===== config.mk =====
export PLATFORM = sky130hd
export DESIGN_NAME = psr_trap_ctrl
export DESIGN_NICKNAME = d
export VERILOG_FILES = /design/src/rtl/psr_trap_pkg.sv /design/src/rtl/psr_pending.sv /design/src/rtl/psr_irq_pick.sv /design/src/rtl/psr_state.sv /design/src/rtl/psr_trap_ctrl.sv
export SDC_FILE = /design/constraint.sdc
export NUM_CORES = 1
export LEC_CHECK = 0
export BUFFER_PORTS_ARGS = -buffer_cell sky130_fd_sc_hd__clkbuf_2
export CORE_UTILIZATION = 37
export CTS_CLUSTER_DIAMETER = 40
export DETAILED_ROUTE_END_ITERATION = 7
export GPL_TIMING_DRIVEN = 1
export PLACE_DENSITY = 0.82
export SETUP_SLACK_MARGIN = 0.2
export SLEW_MARGIN = 20
export SYNTH_ARGS = -nofsm -noshare
export SYNTH_HDL_FRONTEND = slang
export SYNTH_SLANG_ARGS = --single-unit

===== constraint.sdc =====
create_clock -name clk_i -period 2 [get_ports clk_i]
set_clock_uncertainty 0.1 [all_clocks]
set_input_delay 0.4 -clock clk_i [delete_from_list [all_inputs] [get_ports clk_i]]
set_output_delay 0.4 -clock clk_i [all_outputs]
set_load 0.05 [all_outputs]

===== src/rtl/psr_trap_pkg.sv =====
package psr_trap_pkg;
  // status word geometry
  localparam int ST_W     = 32;
  localparam int SW_W     = 24;   // software-owned low part
  localparam int N_IRQ    = 8;
  localparam int IRQ_IDX_W = $clog2(N_IRQ);
  localparam int MASK_LSB = 16;
  localparam int PEND_LSB = 24;

  // single-bit fields
  localparam int B_ET  = 0;
  localparam int B_EF  = 1;
  localparam int B_EV  = 2;
  localparam int B_EC  = 3;
  localparam int B_PS  = 4;
  localparam int B_S   = 5;
  localparam int B_U64 = 6;
  localparam int B_S64 = 7;
  localparam int B_VM  = 8;

  // bits of the low part that a write may set
  localparam logic [SW_W-1:0] SW_WR_MASK = 24'hFF01FF;

  typedef enum logic [1:0] {
    SEL_STATUS = 2'd0,
    SEL_IPI    = 2'd1,
    SEL_HOST   = 2'd2,
    SEL_NONE   = 2'd3
  } wr_sel_e;
endpackage


===== src/rtl/psr_pending.sv =====
module psr_pending
  import psr_trap_pkg::*;
#(
  parameter int IPI_LINE  = 5,
  parameter int HOST_LINE = 6
) (
  input  logic             clk_i,
  input  logic             rst_n_i,
  input  logic [N_IRQ-1:0] irq_i,
  input  logic             ipi_we_i,
  input  logic             ipi_val_i,
  input  logic             host_we_i,
  input  logic             host_val_i,
  output logic [N_IRQ-1:0] pend_o
);
  logic [N_IRQ-1:0] pend_q;
  logic [N_IRQ-1:0] pend_d;

  for (genvar g = 0; g < N_IRQ; g++) begin : g_bit
    if (g == IPI_LINE) begin : g_ipi
      assign pend_d[g] = ipi_we_i ? ipi_val_i : pend_q[g];
    end else if (g == HOST_LINE) begin : g_host
      assign pend_d[g] = host_we_i ? host_val_i : pend_q[g];
    end else begin : g_line
      assign pend_d[g] = irq_i[g];
    end
  end

  always_ff @(posedge clk_i or negedge rst_n_i) begin
    if (!rst_n_i) pend_q <= '0;
    else          pend_q <= pend_d;
  end

  assign pend_o = pend_q;


  ipi_latch_chk: assert property (@(posedge clk_i) disable iff (!rst_n_i)
    ipi_we_i |=> pend_o[IPI_LINE] == $past(ipi_val_i));


  host_hold_chk: assert property (@(posedge clk_i) disable iff (!rst_n_i)
    !host_we_i |=> $stable(pend_o[HOST_LINE]));
endmodule


===== src/rtl/psr_irq_pick.sv =====
module psr_irq_pick
  import psr_trap_pkg::*;
(
  input  logic                 clk_i,
  input  logic                 rst_n_i,
  input  logic [N_IRQ-1:0]     pend_i,
  input  logic [N_IRQ-1:0]     mask_i,
  input  logic                 et_i,
  output logic                 take_o,
  output logic [IRQ_IDX_W-1:0] idx_o
);
  logic [N_IRQ-1:0] elig;
  logic [N_IRQ-1:0] grant;

  always_comb begin
    elig  = pend_i & mask_i & {N_IRQ{et_i}};
    idx_o = '0;
    for (int i = N_IRQ - 1; i >= 0; i--) begin
      if (elig[i]) idx_o = i[IRQ_IDX_W-1:0];
    end
  end

  // isolate lowest set bit arithmetically, used to cross-check the scan
  assign grant  = elig & (~elig + 1'b1);
  assign take_o = |elig;


  pick_onehot_chk: assert property (@(posedge clk_i) disable iff (!rst_n_i)
    $onehot0(grant) && (take_o == (grant != '0)));


  pick_match_chk: assert property (@(posedge clk_i) disable iff (!rst_n_i)
    take_o |-> grant[idx_o]);
endmodule


===== src/rtl/psr_state.sv =====
module psr_state
  import psr_trap_pkg::*;
#(
  parameter int              PC_W     = 32,
  parameter int              CAUSE_W  = 64,
  parameter int              CODE_W   = 5,
  parameter logic [PC_W-1:0] RESET_PC = 32'h2000,
  parameter logic [PC_W-1:0] TRAP_VEC = 32'h100,
  parameter bit              HAS_RV64 = 1'b1,
  parameter bit              HAS_FPU  = 1'b0,
  parameter bit              HAS_RVC  = 1'b1,
  parameter bit              HAS_VEC  = 1'b0
) (
  input  logic                 clk_i,
  input  logic                 rst_n_i,
  input  logic                 st_we_i,
  input  logic [SW_W-1:0]      st_data_i,
  input  logic                 take_irq_i,
  input  logic [IRQ_IDX_W-1:0] irq_idx_i,
  input  logic                 trap_req_i,
  input  logic [CODE_W-1:0]    trap_code_i,
  input  logic                 seq_valid_i,
  input  logic [PC_W-1:0]      seq_pc_i,
  output logic [SW_W-1:0]      sw_o,
  output logic [PC_W-1:0]      pc_o,
  output logic [PC_W-1:0]      next_pc_o,
  output logic [CAUSE_W-1:0]   cause_o,
  output logic                 taken_o
);
  localparam logic [SW_W-1:0] FEAT_OFF =
      (HAS_RV64 ? 24'h0 : (24'h1 << B_U64) | (24'h1 << B_S64))
    | (HAS_FPU  ? 24'h0 : (24'h1 << B_EF))
    | (HAS_RVC  ? 24'h0 : (24'h1 << B_EC))
    | (HAS_VEC  ? 24'h0 : (24'h1 << B_EV));
  localparam logic [SW_W-1:0] SW_RESET =
      ((24'h1 << B_S) | (24'hFF << MASK_LSB) | (HAS_RV64 ? (24'h1 << B_S64) : 24'h0));

  logic [SW_W-1:0]    sw_q, sw_d;
  logic [PC_W-1:0]    pc_q;
  logic [CAUSE_W-1:0] cause_q, cause_d;
  logic               sw_en, pc_en, cause_en, taken;

  assign taken    = take_irq_i | trap_req_i;
  assign sw_en    = taken | st_we_i;
  assign pc_en    = taken | seq_valid_i;
  assign cause_en = taken;

  // next status: trap entry has precedence over a software write
  always_comb begin
    sw_d = sw_q;
    if (taken) begin
      sw_d[B_PS] = sw_q[B_S];
      sw_d[B_S]  = 1'b1;
      sw_d[B_ET] = 1'b0;
    end else if (st_we_i) begin
      sw_d = st_data_i & SW_WR_MASK & ~FEAT_OFF;
    end
  end

  always_comb begin
    cause_d = '0;
    cause_d[CAUSE_W-1] = take_irq_i;
    if (take_irq_i) cause_d[IRQ_IDX_W-1:0] = irq_idx_i;
    else            cause_d[CODE_W-1:0]    = trap_code_i;
  end

  always_comb begin
    if (taken)            next_pc_o = TRAP_VEC;
    else if (seq_valid_i) next_pc_o = seq_pc_i;
    else                  next_pc_o = pc_q;
  end

  always_ff @(posedge clk_i or negedge rst_n_i) begin
    if (!rst_n_i)   sw_q <= SW_RESET;
    else if (sw_en) sw_q <= sw_d;
  end

  always_ff @(posedge clk_i or negedge rst_n_i) begin
    if (!rst_n_i)   pc_q <= RESET_PC;
    else if (pc_en) pc_q <= next_pc_o;
  end

  always_ff @(posedge clk_i or negedge rst_n_i) begin
    if (!rst_n_i)      cause_q <= '0;
    else if (cause_en) cause_q <= cause_d;
  end

  assign sw_o    = sw_q;
  assign pc_o    = pc_q;
  assign cause_o = cause_q;
  assign taken_o = taken;


  entry_mode_chk: assert property (@(posedge clk_i) disable iff (!rst_n_i)
    taken |=> sw_q[B_S] && !sw_q[B_ET]);


  ps_save_chk: assert property (@(posedge clk_i) disable iff (!rst_n_i)
    taken |=> sw_q[B_PS] == $past(sw_q[B_S]));


  cause_kind_chk: assert property (@(posedge clk_i) disable iff (!rst_n_i)
    taken |=> cause_q[CAUSE_W-1] == $past(take_irq_i));


  write_drop_chk: assert property (@(posedge clk_i) disable iff (!rst_n_i)
    (taken && st_we_i) |=> $stable(sw_q[SW_W-1:MASK_LSB]));


  feat_zero_chk: assert property (@(posedge clk_i) disable iff (!rst_n_i)
    (sw_q & FEAT_OFF) == '0);


  redirect_chk: assert property (@(posedge clk_i) disable iff (!rst_n_i)
    taken |=> pc_q == TRAP_VEC);
endmodule


===== src/rtl/psr_trap_ctrl.sv =====
module psr_trap_ctrl
  import psr_trap_pkg::*;
#(
  parameter int              PC_W      = 32,
  parameter int              CAUSE_W   = 64,
  parameter int              CODE_W    = 5,
  parameter logic [PC_W-1:0] RESET_PC  = 32'h2000,
  parameter logic [PC_W-1:0] TRAP_VEC  = 32'h100,
  parameter int              IPI_LINE  = 5,
  parameter int              HOST_LINE = 6,
  parameter bit              HAS_RV64  = 1'b1,
  parameter bit              HAS_FPU   = 1'b0,
  parameter bit              HAS_RVC   = 1'b1,
  parameter bit              HAS_VEC   = 1'b0
) (
  input  logic               clk_i,
  input  logic               rst_n_i,
  input  logic               wr_en_i,
  input  logic [1:0]         wr_sel_i,
  input  logic [ST_W-1:0]    wr_data_i,
  input  logic [N_IRQ-1:0]   irq_i,
  input  logic               trap_req_i,
  input  logic [CODE_W-1:0]  trap_code_i,
  input  logic               seq_valid_i,
  input  logic [PC_W-1:0]    seq_pc_i,
  output logic [ST_W-1:0]    status_o,
  output logic [PC_W-1:0]    pc_o,
  output logic [PC_W-1:0]    next_pc_o,
  output logic [CAUSE_W-1:0] cause_o,
  output logic               trap_taken_o
);
  // reset: asserted asynchronously, released on the clock
  logic [1:0] rst_sync_q;
  logic       rst_n;

  always_ff @(posedge clk_i or negedge rst_n_i) begin
    if (!rst_n_i) rst_sync_q <= 2'b00;
    else          rst_sync_q <= {rst_sync_q[0], 1'b1};
  end
  assign rst_n = rst_sync_q[1];

  logic                 st_we, ipi_we, host_we;
  logic [N_IRQ-1:0]     pend;
  logic [SW_W-1:0]      sw;
  logic                 take_irq;
  logic [IRQ_IDX_W-1:0] irq_idx;

  assign st_we   = wr_en_i && (wr_sel_i == SEL_STATUS);
  assign ipi_we  = wr_en_i && (wr_sel_i == SEL_IPI);
  assign host_we = wr_en_i && (wr_sel_i == SEL_HOST);

  psr_pending #(
    .IPI_LINE  (IPI_LINE),
    .HOST_LINE (HOST_LINE)
  ) u_pend (
    .clk_i      (clk_i),
    .rst_n_i    (rst_n),
    .irq_i      (irq_i),
    .ipi_we_i   (ipi_we),
    .ipi_val_i  (wr_data_i[0]),
    .host_we_i  (host_we),
    .host_val_i (|wr_data_i),
    .pend_o     (pend)
  );

  psr_irq_pick u_pick (
    .clk_i   (clk_i),
    .rst_n_i (rst_n),
    .pend_i  (pend),
    .mask_i  (sw[MASK_LSB +: N_IRQ]),
    .et_i    (sw[B_ET]),
    .take_o  (take_irq),
    .idx_o   (irq_idx)
  );

  psr_state #(
    .PC_W     (PC_W),
    .CAUSE_W  (CAUSE_W),
    .CODE_W   (CODE_W),
    .RESET_PC (RESET_PC),
    .TRAP_VEC (TRAP_VEC),
    .HAS_RV64 (HAS_RV64),
    .HAS_FPU  (HAS_FPU),
    .HAS_RVC  (HAS_RVC),
    .HAS_VEC  (HAS_VEC)
  ) u_state (
    .clk_i       (clk_i),
    .rst_n_i     (rst_n),
    .st_we_i     (st_we),
    .st_data_i   (wr_data_i[SW_W-1:0]),
    .take_irq_i  (take_irq),
    .irq_idx_i   (irq_idx),
    .trap_req_i  (trap_req_i),
    .trap_code_i (trap_code_i),
    .seq_valid_i (seq_valid_i),
    .seq_pc_i    (seq_pc_i),
    .sw_o        (sw),
    .pc_o        (pc_o),
    .next_pc_o   (next_pc_o),
    .cause_o     (cause_o),
    .taken_o     (trap_taken_o)
  );

  assign status_o = {pend, sw};


  irq_gate_chk: assert property (@(posedge clk_i) disable iff (!rst_n)
    (trap_taken_o && !trap_req_i) |->
      (status_o[B_ET] && ((status_o[PEND_LSB +: N_IRQ] & status_o[MASK_LSB +: N_IRQ]) != '0)));


  gap_zero_chk: assert property (@(posedge clk_i) disable iff (!rst_n)
    status_o[MASK_LSB-1:B_VM+1] == '0);
endmodule


==> results of run 1 <==
-- per-stage QoR --
step           hold WS [ps]  utilization
3_5_place_dp           88.1        0.528
2_1_floorplan          4.41            -
3_3_place_gp           86.4        0.528
6_report               68.2        0.613
5_1_grt                37.8        0.613
4_1_cts                51.0        0.600
-- registers in the layout, summed over array words and instances (netlist names) --
register	flops
u_state.pc_o	32
u_state.sw_o	15
u_pend.pend_o	8
u_state.cause_o	6
rst_sync_q	2
-- power groups by stage --
stage | sequential, mW | clock [mW] | combinational, mW
after CTS | 1.50 | 1.29 | 1.86
after global routing | 1.52 | 1.35 | 2.00
final | 1.51 | 1.25 | 1.91
after detailed placement | 1.53 | 0 | 1.75
after floorplan | 2.00 | 0 | 0.922
after global placement | 1.52 | 0 | 1.72
-- how the worst min path moves through the flow --
stage             start  cells past startpoint  slack, ps                to
2_1_floorplan   rst_n_i                      0          4     rst_sync_q[0]
3_3_place_gp    rst_n_i                      1         90     rst_sync_q[0]
3_5_place_dp    rst_n_i                      1         90     rst_sync_q[0]
4_1_cts        irq_i[1]                      1         50  u_pend.pend_o[1]
5_1_grt        irq_i[1]                      1         40  u_pend.pend_o[1]
6_report       irq_i[1]                      1         70  u_pend.pend_o[1]
-- placed cells by master, fill, tap and decap left out, drive strengths merged --
cell,n
inv,3
conb,68
o22ai,1
o41a,1
dfstp,11
nor2,67
o41ai,1
nor3b,1
nand4,2
clkinvlp,2
clkinv,1
dlygate4sd3,1
buf,88
clkbuf,147
dfrtp,52
mux2,15
a21oi,1
a222oi,1
a32o,1
o21ai,4
nor4,8
bufinv,2
nand2,11
nand3b,3
a22o,5
a22oi,1
and2,1
mux2i,38
nand3,2
-- kinds of logic after synthesis --
group / Yosys count
AO/OA/AOI/OAI: 16
buffers and inverters: 83
flip-flops: 63
multiplexers: 53
other: 2
AND/OR/NAND/NOR: 95
-- worst reg2reg max path, cell delays in order (launching register included) --
cell and delay [ps]:
dfrtp_2 410, a22o_4 250, o41a_4 520, nor2_8 120, buf_4 120, buf_6 100, buf_6 110, mux2_2 320
-- final cells by class --
cell class	count	area (sq um)
clock buffers	10	138
clock inverters	6	92.6
fillers	686	3390
inverters	2	12.5
multi-input cells	232	1690
flip-flops and latches	63	1600
well taps	108	135
repair buffers	226	1710
-- timing repair --
item | CTS | global route
cloned | 0 | 1
setup buffers | 10 | 1
endpoints found under the setup margin | 65 | 88
endpoints found under the hold margin | 2 | 0
resized for setup | 72 | 54
pin swaps | 3 | 3
hold buffers | 1 | 0
-- layer usage --
| metal | routed length [um] | part of all wire | up-vias | global-route usage |
|---|---|---|---|---|
| met5 | 0 | 0 | - | 0 |
| met4 | 92 | 0.010 | 0 | 0.0532 |
| met3 | 575 | 0.062 | 8 | 0.0482 |
| met2 | 5150 | 0.56 | 158 | 0.370 |
| met1 | 3410 | 0.37 | 1394 | 0.206 |
| li1 | - | - | 1351 | - |
==> impl_metrics.json, run 1 <==
{
  "status": "complete, but fails checks",
  "violations": "negative setup slack",
  "yosysMostFrequentCell": "buf_4",
  "rsz0062_at_grt": "true",
  "final_cell_area_sq_mm": 0.00537,
  "crit_buf_inv": 3,
  "antenna_found_initial": 0,
  "synth_top_cell_area_share": 0.386,
  "wire_per_inst_um": 14.3,
  "drv_cap": 0,
  "clk_pin_slew_ps": 80,
  "pwr-share-seq": 0.323,
  "synth.area.top_cells": "dfrtp_1, buf_4, mux2i_1, dfstp_2, nor2_1",
  "slew_violations": 0,
  "die_area_sq_mm": 0.00951,
  "ys.warnings.count": 0,
  "clock-root-buffer": "clkbuf_8",
  "place_area_sq_mm": 0.00463,
  "grt_pass1_wl_um": 14400,
  "syn-cell-area_sq_mm": 0.00337,
  "critPathSlowestCell": "o41a_4",
  "clock.fmax_mhz": 383,
  "fp.dieH_um": 97.5,
  "start_kind": "register",
  "required_ps": 1500,
  "p_leak_nw": 2.78,
  "hold_violations": 0,
  "cts.path.max_buffers": 2,
  "core_sq_mm": 0.00876,
  "intPower_mw": 2.78,
  "drc": 0,
  "finalCriticalPeriod_ps": 2610,
  "peakVddDrop_uv": 567,
  "reg2regPathDepth": 7,
  "pre_cts_slack_ps": -375,
  "htree_levels": 3,
  "io_pins": 245,
  "cts_sinks": 63,
  "finalSetupTns_ps": -20440,
  "dieWidth_um": 97.5,
  "vias": 2911,
  "ant_nets": 0,
  "viasPerCell": 4.50,
  "rr_endpoint": "u_state.sw_o[4]",
  "synth-edff-count": 0,
  "place_congestion": 0.770,
  "switchingPower_mw": 1.89,
  "synth_compound_area_frac": 0.0441,
  "setup_slack_ps": -614,
  "swShare": 0.406,
  "synth_top_family_by_area": "buffers and inverters",
  "cp.depth": 7,
  "crit_type": "reg -> out",
  "synth.area.mux_share": 0.174,
  "worstPathArrival_ps": 2110,
  "clock_latency_ps": 330,
  "overflow": 0,
  "grt_max_degree": 34,
  "synth.largest_area_cell": "dfrtp_1",
  "pwr-share-comb": 0.409,
  "drive_above_1_share": 0.603,
  "ys_ff_latch": 63,
  "nNetsFinal": 618,
  "portBuffers": 175,
  "period_share": 1.31,
  "grt_use_total": 0.193,
  "syn2layout_area_growth_pct": 59.1,
  "synth-seq-area-share": 0.471,
  "post-dp-hpwl_um": 6930,
  "setup.worst_path.end": "next_pc_o[7]",
  "yosys.area_share.adder": 0,
  "critical_path.cell_chain": "a22o_4 -> o41a_4 -> nor2_8 -> inv_6 -> buf_12 -> nor2_4 -> buf_8",
  "rows": 34,
  "clkPwrFrac": 0.268,
  "ys_top_cells_by_count": "buf_4, nor2_1, dfrtp_1",
  "cts_buffers": 9,
  "cp_slowest_stage_delay_ps": 520,
  "finalPower_mw": 4.67,
  "dp_cells": 618,
  "yosysUniqueCellTypes": 32,
  "critPathTopFamily": "compound AO/OA/AOI/OAI gates",
  "r2r_slack_ps": -150,
  "synth_cells": 312,
  "first_global_vias": 2906,
  "path_max_fanout": 12,
  "end_kind": "output pin",
  "hp-class": "in -> reg",
  "routed_wl_um": 9230,
  "synth_xor_area_frac": 0,
  "startpoint": "u_pend.pend_o[6]",
  "setup_violations": 52,
  "num_antenna_cells": 0,
  "reg2reg_from": "u_pend.pend_o[6]",
  "drtIter0Drc": 53,
  "yosys.area_share.simple": 0.124,
  "synthFlopType": "dfrtp_1",
  "initial_core_util": 0.385,
  "ys_async_sr_fraction": 1.00,
  "stdcell_count": 647,
  "cts_tree": "built",
  "firstDrtPassIters": 4,
  "synth.avg_cell_area_sq_um": 10.8,
  "power_density_mw_per_mm2": 870
}
(Power assumes the default switching activity.)
==> run 2, diff against run 1 <==
CORE_UTILIZATION = 38   (was 37)
CTS_BUF_LIST = sky130_fd_sc_hd__clkbuf_4 sky130_fd_sc_hd__clkbuf_8   (was not set)
PLACE_DENSITY = 0.84   (was 0.82)
SYNTH_HIERARCHICAL = 1   (was not set)
==> run 2 against run 1 <==
- the flow still finishes with violations (negative setup slack)
- synthesized cell count up 0.96%
- critical path depth increased by 1
- combinational power barely moved
- non-clock buffer count down 2
- first-iteration DRC count grew 60%
- power fell by 1.7%
- wire length grew 2.5%
- cell count is 0.46% lower
- worst hold slack got worse by 0.55 ps
- critical endpoint is now next_pc_o[19]
- largest cell class is now multi-input gates
==> impl_metrics.json, run 2 <==
{
  "worstPathArrival_ps": 1970,
  "status": "complete, but fails checks",
  "crit_type": "reg -> out",
  "io_pins": 245,
  "drive_above_1_share": 0.592,
  "grt_max_degree": 35,
  "place_congestion": 0.894,
  "drc": 0,
  "synthFlopType": "dfrtp_1",
  "yosysUniqueCellTypes": 32,
  "finalPower_mw": 4.59,
  "cts_sinks": 63,
  "wire_per_inst_um": 14.7,
  "p_leak_nw": 2.74,
  "vias": 2962,
  "violations": "negative setup slack",
  "drtIter0Drc": 85,
  "grt_use_total": 0.195,
  "ys_top_cells_by_count": "buf_4, nor2_1, dfrtp_1",
  "syn-cell-area_sq_mm": 0.00331,
  "setup_violations": 33,
  "routed_wl_um": 9460,
  "hp-class": "in -> reg",
  "slew_violations": 0,
  "rsz0062_at_grt": "true",
  "clock.fmax_mhz": 405,
  "antenna_found_initial": 0,
  "synth_cells": 315,
  "start_kind": "register",
  "power_density_mw_per_mm2": 873,
  "num_antenna_cells": 0,
  "peakVddDrop_uv": 579,
  "clk_pin_slew_ps": 80,
  "cts_buffers": 9,
  "final_common_cell": "clkbuf_2",
  "largest_reg_flops": 32,
  "dieWidth_um": 95.3,
  "reg2regPathDepth": 8,
  "portBuffers": 175,
  "synth-edff-count": 0,
  "drv_cap": 0,
  "initial_core_util": 0.398,
  "clock_latency_ps": 330,
  "holdWs_ps": 67.7,
  "finalCriticalPeriod_ps": 2470,
  "required_ps": 1500,
  "ys_async_sr_fraction": 1.00,
  "path_max_fanout": 13,
  "first_global_vias": 2963,
  "grt_pass1_wl_um": 13400,
  "setup_slack_ps": -470,
  "final_cell_mix": "clkbuf_2, conb_1, dfrtp_1, buf_4, mux2i_1",
  "cts_tree": "built",
  "viasPerCell": 4.60,
  "end_kind": "output pin",
  "yosysMostFrequentCell": "buf_4",
  "synth.largest_area_cell": "dfrtp_1",
  "ys_ff_latch": 63,
  "synth.avg_cell_area_sq_um": 10.5,
  "syn2layout_area_growth_pct": 59.1,
  "ant_nets": 0,
  "firstDrtPassIters": 4,
  "fp.dieH_um": 95.3,
  "synth-seq-area-share": 0.481,
  "clock-root-buffer": "clkbuf_8",
  "rows": 33,
  "period_share": 1.24,
  "post-dp-hpwl_um": 7040,
  "nNetsFinal": 618,
  "synth_top_cell_area_share": 0.393,
  "overflow": 0,
  "hold_violations": 0,
  "die_area_sq_mm": 0.00908,
  "ys.warnings.count": 6,
  "htree_levels": 3,
  "hold_depth": 1,
  "synth.area.top_cells": "dfrtp_1, buf_4, mux2i_1, dfstp_2, nor2_1",
  "cts.path.max_buffers": 2,
  "core_sq_mm": 0.00830,
  "fillerInstances": 611,
  "pre_cts_slack_ps": -273
}
## run 2: worst paths after layout
kind	from	to	slack [ps]
worst max-delay path	u_pend/pend_o[5]	next_pc_o[19]	-470
worst min-delay path	irq_i[0]	u_pend/pend_o[0]	70
worst max register to register	u_pend/pend_o[5]	u_state/sw_o[23]	30
worst min register to register	rst_sync_q[1]	u_state/pc_o[23]	170
max in group asynchronous	rst_sync_q[1]	u_state/sw_o[7]	1260
min in group asynchronous	rst_sync_q[1]	u_state/pc_o[23]	170
## run 2: cell families (layout without fill, tap and decap cells)
logic type             Yosys count  after routing  share of synthesized area
AND/OR/NAND/NOR                 98             98                      0.132
multiplexers                    52             52                      0.165
AO/OA/AOI/OAI                   17             17                     0.0367
other                            2             68                    0.00227
buffers and inverters           83            241                      0.183
flip-flops                      63             63                      0.481
## run 2: repair_timing
| action | in CTS | in global routing |
|---|---|---|
| endpoints found under the hold margin | 2 | 0 |
| endpoints found under the setup margin | 65 | 66 |
| hold buffers | 1 | 0 |
| pin swaps | 5 | 2 |
| cloned | 0 | 0 |
| setup buffers | 5 | 0 |
| gates resized for setup | 75 | 36 |
## run 2: per-stage QoR
step           utilization  setup TNS, ps  std cells  cell area (sq um)
2_1_floorplan            -         -10250        381               3910
3_3_place_gp         0.561          -6530        622               4650
3_5_place_dp         0.561          -8610        622               4650
4_1_cts              0.628         -16130        644               5210
5_1_grt              0.634         -17140        644               5260
6_report             0.634         -14670        644               5260
## run 2: routing by layer
metal,GRT usage,share of wire,vias up
li1,-,-,1355
met1,0.178,0.32,1423
met2,0.398,0.58,162
met3,0.0447,0.074,22
met4,0.0871,0.026,0
met5,0,0,-
## run 2: cell type report
| cell class | instances | area (sq um) | area share |
|---|---|---|---|
| multi-input combinational | 235 | 1670 | 0.318 |
| sequential | 63 | 1600 | 0.305 |
| inverter | 1 | 3.75 | 0.000714 |
| clock inverter | 5 | 56.3 | 0.0107 |
| clock buffer | 11 | 145 | 0.0276 |
| timing repair buffer | 224 | 1650 | 0.313 |
| tap | 105 | 131 | 0.0250 |
## run 2: critical path: stages, from the launching register on
cell and delay (ps):
dfrtp_2 420, nand2_2 90, nand2_2 50, o21ai_2 160, nand3b_1 110, or2_4 330, buf_12 190, nor2_4 110
buf_8 150
## run 2: power breakdown
group / internal [mW] / switching, mW
sequential: 1.44 / 0.0882
combinational: 0.595 / 1.34
clock: 0.624 / 0.501
==> run 3, diff against run 2 <==
CORE_MARGIN = 2   (was not set)
==> run 3 against run 2 <==
- the flow still finishes with violations (negative setup slack)
- sequential cell count unchanged
- core utilization fell by 1.5 points
- fmax decreased by 5.5%
- critical path type unchanged
- critical endpoint is now next_pc_o[8]
==> impl_metrics.json, run 3 (same netlist as run 2, synthesis figures left out) <==
{
  "critPathSlowestCell": "dfrtp_2",
  "violations": "negative setup slack",
  "period_share": 1.31,
  "power_density_mw_per_mm2": 888,
  "start_kind": "register",
  "drc": 0,
  "die_area_sq_mm": 0.00946,
  "setup_violations": 45,
  "pre_cts_slack_ps": -284,
  "status": "complete, but fails checks",
  "setup_slack_ps": -615,
  "cts_buffers": 9,
  "drtIter0Drc": 75,
  "antenna_found_initial": 0,
  "fp.dieH_um": 97.3,
  "critical_path.cell_chain": "a22o_1 -> nand2_1 -> nand3b_1 -> or2_4 -> buf_12 -> a211o_4 -> clkbuf_16",
  "portBuffers": 175,
  "dieWidth_um": 97.3,
  "required_ps": 1500,
  "cp_slowest_stage_delay_ps": 420,
  "path_max_fanout": 5,
  "initial_core_util": 0.385,
  "end_kind": "output pin",
  "crit_buf_inv": 2,
  "clock.fmax_mhz": 382,
  "htree_levels": 3,
  "hold_violations": 0,
  "crit_type": "reg -> out",
  "finalCriticalPeriod_ps": 2610,
  "critPathTopFamily": "simple AND/OR/NAND/NOR gates",
  "largest_reg_flops": 32,
  "vias": 2852,
  "nNetsFinal": 612,
  "peakVddDrop_uv": 616,
  "io_pins": 245,
  "core_sq_mm": 0.00859,
  "rows": 34,
  "worstPathArrival_ps": 2110,
  "cts_sinks": 63,
  "cts_tree": "built",
  "place_area_sq_mm": 0.00468,
  "rsz0062_at_grt": "true",
  "drv_cap": 0,
  "routed_wl_um": 8910,
  "holdCritStartpoint": "irq_i[4]",
  "syn2layout_area_growth_pct": 60.7,
  "hp-class": "in -> reg",
  "grt_use_total": 0.180,
  "grt_max_degree": 42,
  "final_cell_area_sq_mm": 0.00531,
  "slew_violations": 0,
  "firstDrtPassIters": 4,
  "reg2reg_from": "u_pend/pend_o[2]",
  "cts.path.max_buffers": 2,
  "ant_nets": 0,
  "clock-root-buffer": "clkbuf_8",
  "post-dp-hpwl_um": 6740,
  "overflow": 0,
  "final_util": 0.618,
  "final_cell_mix": "clkbuf_2, conb_1, dfrtp_1, mux2i_1, nor2_1",
  "finalSetupTns_ps": -17970,
  "wire_per_inst_um": 13.9,
  "fillerInstances": 666,
  "startpoint": "u_pend/pend_o[2]",
  "first_global_vias": 2945,
  "place_congestion": 0.811,
  "num_antenna_cells": 0,
  "clk_pin_slew_ps": 70,
  "drive_above_1_share": 0.585,
  "viasPerCell": 4.45,
  "p_leak_nw": 2.76,
  "final_common_cell": "clkbuf_2",
  "grt_pass1_wl_um": 13700,
  "clock_latency_ps": 330
}
run 3: worst paths after layout:
check	end	slack, ps	cells after the start
worst min register to register	u_pend/pend_o[3]	120	0
worst min-delay path	u_pend/pend_o[4]	70	1
worst max register to register	u_state/sw_o[21]	-90	8
worst max-delay path	next_pc_o[8]	-610	7
min in group asynchronous	u_pend/pend_o[3]	120	0
max in group asynchronous	u_state/sw_o[5]	1040	1
run 3: area by class of cell:
class / count / area [sq um] / share of cell area
clock buffers: 13 / 166 / 0.0313
clock inverters: 3 / 65.1 / 0.0122
inverters: 1 / 3.75 / 0.000706
multi-input cells: 235 / 1680 / 0.316
flip-flops and latches: 63 / 1600 / 0.302
well taps: 108 / 135 / 0.0254
repair buffers: 218 / 1660 / 0.312
run 3: metrics by stage:
stage	power, mW	hold WS [ps]	std cells
finish	4.72	68.6	641
global placement	3.30	85.3	617
CTS	4.72	56.8	637
detailed placement	3.34	91.3	617
floorplan	2.98	4.41	381
global route	4.93	53.6	641
run 3: what timing repair did:
| item | in CTS | in global routing |
|---|---|---|
| setup endpoints to repair | 51 | 57 |
| pin swaps | 3 | 7 |
| hold buffers | 1 | 0 |
| gates resized for setup | 68 | 19 |
| setup buffers | 3 | 4 |
| endpoints found under the hold margin | 2 | 0 |
run 3: per-layer routing:
metal / global-route usage / routed length [um]
met1: 0.188 / 3230
met2: 0.347 / 4820
met3: 0.0511 / 737
met4: 0.0513 / 125
met5: 0 / 0
run 3: power breakdown:
group | internal, mW | switching [mW]
Combinational | 0.598 | 1.32
Clock | 0.797 | 0.466
Sequential | 1.44 | 0.0946
Total | 2.84 | 1.88
